===== src/rtl/exc_trap_pkg.sv =====
package exc_trap_pkg;
  typedef enum logic [1:0] {
    TK_NONE  = 2'd0,
    TK_UNDEF = 2'd1,
    TK_PABT  = 2'd2
  } trap_kind_e;
endpackage


===== src/rtl/exc_trap_detect.sv =====
// Classifies the execute-stage instruction into trap conditions.
module exc_trap_detect #(
  parameter int DW = 32
) (
  input  logic          dec_undef,
  input  logic          dec_fp_op,
  input  logic          dec_div_op,
  input  logic          dec_bkpt,
  input  logic [DW-1:0] divisor,
  input  logic          fp_enable,
  input  logic          dz_trap_en,
  output logic          undef_hit,
  output logic          bkpt_hit
);
  logic div_zero;
  logic fp_off_hit;
  logic dz_hit;

  always_comb begin
    div_zero   = ~|divisor;
    fp_off_hit = dec_fp_op & ~fp_enable;
    dz_hit     = dec_div_op & div_zero & dz_trap_en;
    undef_hit  = dec_undef | fp_off_hit | dz_hit;
    bkpt_hit   = dec_bkpt;
  end
endmodule


===== src/rtl/exc_trap_arb.sv =====
// Fixed priority: flush, then breakpoint, then undefined.
module exc_trap_arb
  import exc_trap_pkg::*;
(
  input  logic       ex_valid,
  input  logic       busy,
  input  logic       flush,
  input  logic       undef_hit,
  input  logic       bkpt_hit,
  output logic       take,
  output trap_kind_e kind
);
  logic live;

  always_comb begin
    live = ex_valid & ~busy & ~flush;
    kind = TK_NONE;
    if (live && bkpt_hit)       kind = TK_PABT;
    else if (live && undef_hit) kind = TK_UNDEF;
    take = (kind != TK_NONE);
  end
endmodule


===== src/rtl/exc_trap_gate.sv =====
// Blanking window that holds off new instructions after a trap.
module exc_trap_gate #(
  parameter int BLANK_CYC = 2
) (
  input  logic clk,
  input  logic rst_n,
  input  logic take,
  output logic busy
);
  localparam int CW = $clog2(BLANK_CYC + 1);
  localparam logic [CW-1:0] LOADV = CW'(BLANK_CYC);

  logic [CW-1:0] cnt_q, cnt_d;

  always_comb begin
    cnt_d = cnt_q;
    if (take)              cnt_d = LOADV;
    else if (cnt_q != '0)  cnt_d = cnt_q - 1'b1;
  end

  always_ff @(posedge clk or negedge rst_n) begin
    if (!rst_n) cnt_q <= '0;
    else        cnt_q <= cnt_d;
  end

  assign busy = (cnt_q != '0);
endmodule


===== src/rtl/exc_trap_unit.sv =====
module exc_trap_unit
  import exc_trap_pkg::*;
#(
  parameter int          AW        = 32,
  parameter int          DW        = 32,
  parameter int          BLANK_CYC = 2,
  parameter int          RET_OFS   = 4,
  parameter logic [31:0] UNDEF_VEC = 32'h0000_0004,
  parameter logic [31:0] PABT_VEC  = 32'h0000_000C
) (
  input  logic          clk,
  input  logic          rst_n,
  input  logic          ex_valid,
  input  logic          dec_undef,
  input  logic          dec_fp_op,
  input  logic          dec_div_op,
  input  logic          dec_bkpt,
  input  logic [DW-1:0] divisor,
  input  logic          fp_enable,
  input  logic          dz_trap_en,
  input  logic          flush,
  input  logic [AW-1:0] ex_pc,
  output logic          trap_req,
  output logic [1:0]    trap_kind,
  output logic [AW-1:0] link_val,
  output logic          irq_mask_set,
  output logic          redirect_vld,
  output logic [AW-1:0] redirect_addr
);
  localparam logic [AW-1:0] OFS   = AW'(RET_OFS);
  localparam logic [AW-1:0] V_UND = AW'(UNDEF_VEC);
  localparam logic [AW-1:0] V_PAB = AW'(PABT_VEC);

  // reset: asynchronous assert, synchronous release
  logic [1:0] rsync_q;
  logic       rst_core_n;

  always_ff @(posedge clk or negedge rst_n) begin
    if (!rst_n) rsync_q <= 2'b00;
    else        rsync_q <= {rsync_q[0], 1'b1};
  end
  assign rst_core_n = rsync_q[1];

  logic       undef_hit, bkpt_hit, busy, take;
  trap_kind_e kind;

  exc_trap_detect #(.DW(DW)) u_det (
    .dec_undef (dec_undef),
    .dec_fp_op (dec_fp_op),
    .dec_div_op(dec_div_op),
    .dec_bkpt  (dec_bkpt),
    .divisor   (divisor),
    .fp_enable (fp_enable),
    .dz_trap_en(dz_trap_en),
    .undef_hit (undef_hit),
    .bkpt_hit  (bkpt_hit)
  );

  exc_trap_arb u_arb (
    .ex_valid (ex_valid),
    .busy     (busy),
    .flush    (flush),
    .undef_hit(undef_hit),
    .bkpt_hit (bkpt_hit),
    .take     (take),
    .kind     (kind)
  );

  exc_trap_gate #(.BLANK_CYC(BLANK_CYC)) u_gate (
    .clk  (clk),
    .rst_n(rst_core_n),
    .take (take),
    .busy (busy)
  );

  // next-state
  logic          req_d;
  logic [1:0]    kind_d;
  logic [AW-1:0] link_d, vec_d;
  logic          link_en;

  always_comb begin
    req_d   = take;
    kind_d  = kind;
    link_en = take;
    link_d  = ex_pc + OFS;
    vec_d   = (kind == TK_PABT) ? V_PAB : V_UND;
  end

  // registers
  logic          req_q;
  logic [1:0]    kind_q;
  logic [AW-1:0] link_q, vec_q;

  always_ff @(posedge clk or negedge rst_core_n) begin
    if (!rst_core_n) begin
      req_q  <= 1'b0;
      kind_q <= 2'd0;
    end else begin
      req_q  <= req_d;
      kind_q <= kind_d;
    end
  end

  always_ff @(posedge clk or negedge rst_core_n) begin
    if (!rst_core_n) begin
      link_q <= '0;
      vec_q  <= '0;
    end else if (link_en) begin
      link_q <= link_d;
      vec_q  <= vec_d;
    end
  end

  assign trap_req      = req_q;
  assign trap_kind     = kind_q;
  assign link_val      = link_q;
  assign irq_mask_set  = req_q;
  assign redirect_vld  = req_q;
  assign redirect_addr = vec_q;
endmodule


===== config.mk =====
export PLATFORM = sky130hd
export DESIGN_NAME = exc_trap_unit
export DESIGN_NICKNAME = d
export VERILOG_FILES = /design/src/rtl/exc_trap_pkg.sv /design/src/rtl/exc_trap_detect.sv /design/src/rtl/exc_trap_arb.sv /design/src/rtl/exc_trap_gate.sv /design/src/rtl/exc_trap_unit.sv
export SDC_FILE = /design/constraint.sdc
export NUM_CORES = 1
export LEC_CHECK = 0
export CAP_MARGIN = 20
export CELL_PAD_IN_SITES_DETAIL_PLACEMENT = 1
export CELL_PAD_IN_SITES_GLOBAL_PLACEMENT = 1
export CORE_UTILIZATION = 29
export CTS_BUF_LIST = sky130_fd_sc_hd__clkbuf_2 sky130_fd_sc_hd__clkbuf_4 sky130_fd_sc_hd__clkbuf_8
export CTS_CLUSTER_SIZE = 30
export DETAILED_ROUTE_END_ITERATION = 10
export PLACE_DENSITY_LB_ADDON = 0.15
export REMOVE_ABC_BUFFERS = 1
export SYNTH_ARGS = -nofsm -noshare
export SYNTH_HDL_FRONTEND = slang
export SYNTH_SLANG_ARGS = --single-unit

===== constraint.sdc =====
create_clock -name clk -period 1.4 [get_ports clk]
set_input_delay 0.21 -clock clk [delete_from_list [all_inputs] [get_ports clk]]
set_output_delay 0.21 -clock clk [all_outputs]
set_load 0.005 [all_outputs]

* Yosys cells after proc, flatten, opt, wreduce, memory -nomap -nowiden
Index checks and enable logic that the tools add are counted. W data, S select, Z words.
Cells by class: reductions and logical operators 7, $add $sub $neg 2, equal/unequal tests 1, bitwise operators 10, mux-type cells 5
Operators with widths (number):
- $add A32 B3 Y32 const B | 1
- $reduce_or A32 Y1 | 1
- $mux W2 | 3
- $reduce_bool A2 Y1 | 3
- $and A1 B1 Y1 | 5
- $mux W4 | 1
- $not A1 Y1 | 3
- $eq A2 B2 Y1 const B | 1
- $logic_and A1 B1 Y1 | 2
- $or A1 B1 Y1 | 2
- $sub A2 B1 Y2 const B | 1
- $logic_not A1 Y1 | 1
- $mux W1 | 1
Storage, ports and cells: output and inout bits 69, logic and storage cells 31, input port bits 74, bits in registers 71

* Depth between registers and ports, before layout
Gate-level depths: netlist of the first run.
depth in word-level cells 10, depth in mapped cells 8, mapped depth without buffers 6

* Cells and area by module
Synthesis of the first run repeated with hierarchy kept, for this count alone.
Unflattened totals: cells, all modules 278, area total of the unflattened synthesis 2547.4 um^2
Modules (own cells, without submodules):
- exc_trap_unit | cells each 247, seq. area each 975.9 um^2, area each 2269.7 um^2, instances 1
- exc_trap_detect | cells each 16, seq. area each 0.0 um^2, area each 133.9 um^2, instances 1
- exc_trap_gate | cells each 11, seq. area each 50.0 um^2, area each 107.6 um^2, instances 1
- exc_trap_arb | cells each 4, seq. area each 0.0 um^2, area each 36.3 um^2, instances 1

* Worst setup path before layout of the first run
Ideal clock, no wire load.
path kind input to register, start point in ex_pc[2], end point reg link_q[30] (netlist: link_val[30]), path buffers 0, setup time 0.127 ns, arrival 1.555 ns, required time 1.273 ns, stages 6, setup slack -0.282 ns, cells stage by stage ha_1 -> nand4_1 -> nor4_4 -> nand4_1 -> xnor2_1 -> mux2_1
On the way: longest elaborated chain between the ends 1
Ends and longest elaborated chain:
- start: declaration | RTL line exc_trap_unit.sv:22 | input logic [AW-1:0] ex_pc,
- $add A32 B3 Y32 | RTL line exc_trap_unit.sv:86 | link_d = ex_pc + OFS;
- end signal: assignment | RTL line exc_trap_unit.sv:110 | link_q <= link_d;
- end: declaration | RTL line exc_trap_unit.sv:93 | logic [AW-1:0] link_q, vec_q;
No other way between the ends. A chain may end at the register's enable or synchronous reset.

* Worst setup path in the final report of the first run
start point reg u_gate.cnt_q[1], end point reg link_q[5] (netlist: link_val[5])
On the way: longest elaborated chain between the ends 8, elaborated cells on any way between the ends 9, those cells by class mux: 2; bitwise: 3; reduce/logical: 4
Ends and longest elaborated chain:
- start: declaration | RTL line exc_trap_gate.sv:13 | logic [CW-1:0] cnt_q, cnt_d;
- start signal: assignment | RTL line exc_trap_gate.sv:23 | else cnt_q <= cnt_d;
- $reduce_bool A2 Y1 (*) | RTL line exc_trap_gate.sv:26 | assign busy = (cnt_q != '0);
- $not A1 Y1 (*) | RTL line exc_trap_arb.sv:16 | live = ex_valid & ~busy & ~flush;
- $and A1 B1 Y1 (*) (2 in a row) | RTL line exc_trap_arb.sv:16
- $logic_and A1 B1 Y1 | RTL line exc_trap_arb.sv:19 | else if (live && undef_hit) kind = TK_UNDEF;
- $mux W1 | RTL line exc_trap_arb.sv:19
- $mux W2 (*) | RTL line exc_trap_arb.sv:18 | if (live && bkpt_hit) kind = TK_PABT;
- $reduce_bool A2 Y1 (*) | RTL line exc_trap_arb.sv:20 | take = (kind != TK_NONE);
Every way passes the cells marked *; elsewhere a longest branch is shown, timed or not.

==> impl_metrics.tcl, run 1 <==
set metrics [dict create \
    cts_num_sinks 41 \
    fin_crit_sh 1.161 \
    synth_area_um2 2516 \
    fin_tns_setup_ns -6.738 \
    cts.path.max_buffers 2 \
    cts_tree "done" \
    die_width_um 95.15 \
    grt_setup_unrepaired "yes" \
    report.final.slew_viol_count 0 \
    maxCapViolCount 0 \
    start_kind "flop" \
    die_h_um 95.15 \
    fmax_mhz 615.3 \
    p_leak_nw 2.335 \
    grt_max_degree 29 \
    drive_above_1_share 0.3771 \
    hold_buffers 0 \
    setup_viol_count_final 34 \
    grt_pass1_vias 2523 \
    vias 2253 \
    arrival_ns 1.80 \
    min_path_type "in -> async" \
    clk_pin_slew_ns 0.08 \
    finalWirelength_um 7603 \
    place_hpwl_um 5397 \
    crit_path_start "u_gate.cnt_q[1]" \
    core_um2 8299 \
    power.density_nw_per_um2 1327 \
    core.rowCount 33 \
    peakVddDrop_mv 0.5718 \
    clkLatencyLatePin_ns 0.29 \
    syn-instance-count 220 \
    wl_per_cell_um 14.73 \
    yosysWarningCount 0 \
    yosysUniqueCellTypes 31 \
    synth_top_flop_cell "dfrtp_1" \
    cp-end-kind "flop" \
    synth.avg_cell_area_um2 11.44 \
    final_util 0.5409 \
    grt_use_total 0.1746 \
    overflow 0 \
    antenna_found_initial 0 \
    vias_per_cell 4.366 \
    violations "negative setup slack" \
    dieArea_um2 9053 \
    htree_levels 2 \
    cp.required_ns 1.57 \
    drtAntennaViolNets 0 \
    portBuffers 112 \
    initial_core_util 0.3032 \
    ys_seq_area_frac 0.4078 \
    dr.first_iter.drc_count 53 \
    async_flop_share 1.000 \
    hold_viol 0 \
    finish.net_count 486 \
    fin_worst_skew_ns 0.005940 \
    cp_max_fo 8 \
    synth_enable_flop_cells 0 \
    drtPass1Iterations 4 \
    numCtsBuffers 5 \
    gp_congestion 0.7990 \
    r2r_start "u_gate.cnt_q[1]" \
    status "finished with violations" \
    ys_ff_latch 41 \
    io-pin-count 143 \
    hold_ws_ns 0.08172 \
    drc 0 \
    fin_ws_ns -0.2252 \
    n_antenna_cell 0 \
    area_growth_pct 78.42 \
    crit_type "reg -> reg" \
    grt_pass1_wl_um 12010 \
    cts-root-buf "clkbuf_8" \
    fin_crit_ns 1.625 \
]
==> kinds of logic (layout without fill, tap and decap cells) <==
family / after synthesis / count (layout) / share of synthesized area
adder cells (fa/ha/maj): 2 / 2 / 0.009944
AO/OA/AOI/OAI: 5 / 5 / 0.01492
multiplexers: 32 / 32 / 0.1721
XOR/XNOR: 29 / 29 / 0.1009
buffers and inverters: 43 / 205 / 0.1328
other: 2 / 31 / 0.002985
AND/OR/NAND/NOR: 66 / 66 / 0.1586
flip-flops: 41 / 41 / 0.4078
==> routing by layer <==
layer	vias up	track usage	part of all wire
li1	1075	-	-
met1	1089	0.2006	0.39
met2	84	0.3089	0.52
met3	5	0.05981	0.077
met4	0	0.04167	0.0083
met5	-	0	0
==> report_power, final <==
part	switching [mW]	internal [mW]
registers	0.301	1.71
clock network	0.418	0.601
logic	0.848	2.08
==> cells in the mapped netlist (all sizes together), types with 3 or more instances <==
| master | count | area, um2 |
|---|---|---|
| nand2 | 11 | 41.29 |
| inv | 6 | 22.52 |
| buf | 37 | 311.5 |
| xor2 | 7 | 61.31 |
| nor4 | 8 | 80.08 |
| nand3 | 10 | 50.05 |
| dfrtp | 41 | 1026 |
| xnor2 | 22 | 192.7 |
| nor2 | 9 | 33.78 |
| mux2 | 30 | 412.9 |
| and3 | 8 | 50.05 |
| nand4 | 12 | 75.07 |
| nor3 | 3 | 20.02 |
==> flip-flops by register name, summed over array words and instances, names as in the netlist <==
register       cells
u_gate.cnt_q       2
link_val          32
trap_kind          2
redirect_addr      2
rsync_q            2
irq_mask_set       1
==> worst max-delay path, stage by stage (launching register included) <==
cell and delay [ns]:
dfrtp_1 0.39, inv_1 0.07, ha_2 0.18, nand2_2 0.06
nor2_4 0.10, o31a_4 0.24, buf_12 0.16, mux2_4 0.30
==> worst paths after layout <==
check,slack (ns),end,cells past startpoint
worst max register to register,-0.23,link_val[5],7
worst min-delay path,0.08,rsync_q[0],1
min in group clk,0.37,rsync_q[1],0
max in group asynchronous,0.80,link_val[7],1
worst min register to register,0.15,link_val[1],0
worst max-delay path,-0.23,link_val[5],7
==> layout make-up <==
class                   count  area (um2)
clock buffers               7       90.09
fillers                   904        3810
inverters                   6       22.52
multi-input cells         165        1435
clock inverters             1       30.03
repair buffers            191        1753
well taps                 105       131.4
flip-flops and latches     41        1027
==> what timing repair did <==
action | 4_1_cts | 5_1_grt
cloned | 3 | 0
gates resized for setup | 127 | 53
endpoints found under the setup margin | 46 | 67
buffers inserted | 19 | 21
pin swaps | 30 | 14
==> through the flow <==
| step | total power [mW] | cell area [um2] | setup slack [ns] | instances |
|---|---|---|---|---|
| CTS | 5.787 | 4380 | -0.2821 | 503 |
| global route | 6.362 | 4489 | -0.2967 | 516 |
| floorplan | 2.941 | 2313 | -1.183 | 212 |
| global placement | 4.481 | 3944 | -0.7896 | 474 |
| finish | 5.958 | 4489 | -0.2252 | 516 |
| detailed placement | 4.530 | 3944 | -0.8390 | 474 |
==> cells in the final DEF, fill, tap and decap left out, types with 4 or more instances in the layout <==
master           netlist  final
and3_1                 8      7
buf_4                 32     69
buf_6                  1      4
clkbuf_2               0      8
clkbuf_8               0      6
clkdlybuf4s15_1        0     12
clkdlybuf4s50_1        0     24
conb_1                 2     31
dfrtp_1               41     40
dlygate4sd2_1          0     44
dlymetal6s2s_1         0     23
inv_1                  6      5
mux2_4                20     30
nand2_1               11      8
nand3_1               10      7
nand4_1               12     12
nor2_1                 9      7
nor4_2                 0      5
xnor2_1               22     22
xor2_1                 7      7
(Power assumes the default switching activity.)
==> run 2: changes to the inputs <==
- ABC_CLOCK_PERIOD_IN_PS: unset -> 1400
- SLEW_MARGIN: unset -> 20
==> results of run 2 <==
The final DEF is identical to that of run 1; final timing and power are the same.
==> run 3: changes to the inputs <==
- MAX_ROUTING_LAYER: unset -> met4
- SLEW_MARGIN: 20 -> 15
==> run 3 against run 2 <==
The flow still finishes with violations (negative setup slack). Fmax is 0.10% higher. Global-route usage is 0.54 points higher. First-iteration DRC count is 30% lower. Routed wire length hardly changed. Utilization stayed put. Final cell count stayed put. Critical path depth stayed put. Critical endpoint unchanged. Highest routed layer unchanged.
==> impl_metrics.tcl, run 3 (synthesis results as in run 1) <==
set metrics [dict create \
    status "finished with violations" \
    violations "negative setup slack" \
    crit_type "reg -> reg" \
    vias_per_cell 4.378 \
    numCtsBuffers 5 \
    io-pin-count 143 \
    cp-end-kind "flop" \
    crit_slowest_cell "dfrtp_1" \
    grt_pass1_wl_um 11990 \
    cts.path.max_buffers 2 \
    peakVddDrop_mv 0.5703 \
    drc 0 \
    cp.required_ns 1.58 \
    drive_above_1_share 0.3771 \
    cp_max_fo 8 \
    place_area_um2 3944 \
    cts_num_sinks 41 \
    arrival_ns 1.80 \
    clkLatencyLatePin_ns 0.30 \
    finish.net_count 486 \
    worstPathCellList "inv_1, ha_2, nand2_2, nor2_4, o31a_4, buf_12, mux2_4" \
    final_util 0.5409 \
    setup_viol_count_final 34 \
    final_area_um2 4489 \
    n_antenna_cell 0 \
    drtAntennaViolNets 0 \
    initial_core_util 0.3032 \
    multi_input_area_um2 1435 \
    hold_viol 0 \
    maxCapViolCount 0 \
    layout_common_cells "buf_4 (69), dlygate4sd2_1 (44), dfrtp_1 (40), conb_1 (31), mux2_4 (30)" \
    core_um2 8299 \
    cts_tree "done" \
    largest_reg_flops 32 \
    fmax_mhz 616.0 \
    dr.first_iter.drc_count 37 \
    die_width_um 95.15 \
    wl_per_cell_um 14.73 \
    grt_use_total 0.1800 \
    core.rowCount 33 \
    finalWirelength_um 7602 \
    clk_pin_slew_ns 0.08 \
    htree_levels 2 \
    cts-root-buf "clkbuf_8" \
    fillers 906 \
    power.density_nw_per_um2 1327 \
    grt_max_degree 29 \
    final_common_cell "buf_4" \
    fin_crit_ns 1.623 \
    gp_congestion 0.8105 \
    portBuffers 112 \
    grt_setup_unrepaired "yes" \
    report.final.slew_viol_count 0 \
    dieArea_um2 9053 \
    area_growth_pct 78.42 \
    fin_worst_skew_ns 0.006101 \
    place_hpwl_um 5397 \
    start_kind "flop" \
    antenna_found_initial 0 \
    vias 2259 \
    regArea_um2 1027 \
    min_path_type "in -> async" \
    overflow 0 \
    grt_pass1_vias 2523 \
    fin_ws_ns -0.2235 \
    max_stage_delay_ns 0.39 \
    p_leak_nw 2.333 \
    die_h_um 95.15 \
    fin_crit_sh 1.160 \
    drtPass1Iterations 4 \
    hold_buffers 0 \
]
[run 3: cell counts in the layout (fill, tap and decap cells not counted)]
Identical to the previous run, type by type.
[run 3: final timing paths]
path                            depth (start not counted)            to  slack [ns]            start
worst max register to register                          7   link_val[5]       -0.22  u_gate.cnt_q[1]
worst min register to register                          0   link_val[1]        0.15       rsync_q[1]
worst min-delay path                                    1    rsync_q[0]        0.08            rst_n
worst max-delay path                                    7   link_val[5]       -0.22  u_gate.cnt_q[1]
max in group asynchronous                               1  link_val[19]        0.80       rsync_q[1]
min in group clk                                        0    rsync_q[1]        0.37       rsync_q[0]
[run 3: metal layers]
metal  up-vias  track usage  wire length (um)
met1      1092       0.2035              3061
met2        87       0.3089              3953
met5         -            -                 0
li1       1074            -                 -
met4         0      0.04167                63
met3         6      0.05662               523
[run 3: through the flow]
stage / hold slack, ns / TNS, ns / instances / power [mW] / setup slack, ns
after floorplan: -0.08559 / -39.43 / 212 / 2.941 / -1.183
after global placement: 0.1562 / -26.02 / 474 / 4.481 / -0.7896
after detailed placement: 0.1551 / -27.12 / 474 / 4.530 / -0.8390
after CTS: 0.07449 / -8.349 / 503 / 5.787 / -0.2821
after global routing: 0.06387 / -9.239 / 516 / 6.357 / -0.2967
final: 0.07679 / -6.719 / 516 / 5.956 / -0.2235
[run 3: where the power goes]
group	switching [mW]	internal (mW)	total [mW]	leakage [nW]
sequential	0.301	1.71	2.02	0.491
combinational	0.846	2.07	2.92	1.78
clock	0.421	0.601	1.02	0.0619
total	1.57	4.39	5.96	2.33
[run 3: cell type report]
class	instances	share of cell area
repair buffers	191	0.3905
multi-input cells	165	0.3197
flip-flops and latches	41	0.2288
well taps	105	0.02926
clock buffers	7	0.02007
clock inverters	1	0.006689
inverters	6	0.005017
[run 3: critical path: cells and delay by family, from the launching register on]
family / cells / cell delay [ns]
AO/OA/AOI/OAI: 1 / 0.24
adder cells (fa/ha/maj): 1 / 0.18
buffers and inverters: 2 / 0.23
flip-flops: 1 / 0.39
multiplexers: 1 / 0.30
AND/OR/NAND/NOR: 2 / 0.16
[run 3: what timing repair did]
action	in CTS	in global routing
resized for setup	127	53
gates cloned	3	0
setup endpoints to repair	46	68
setup buffers	19	21
pin swaps	30	14
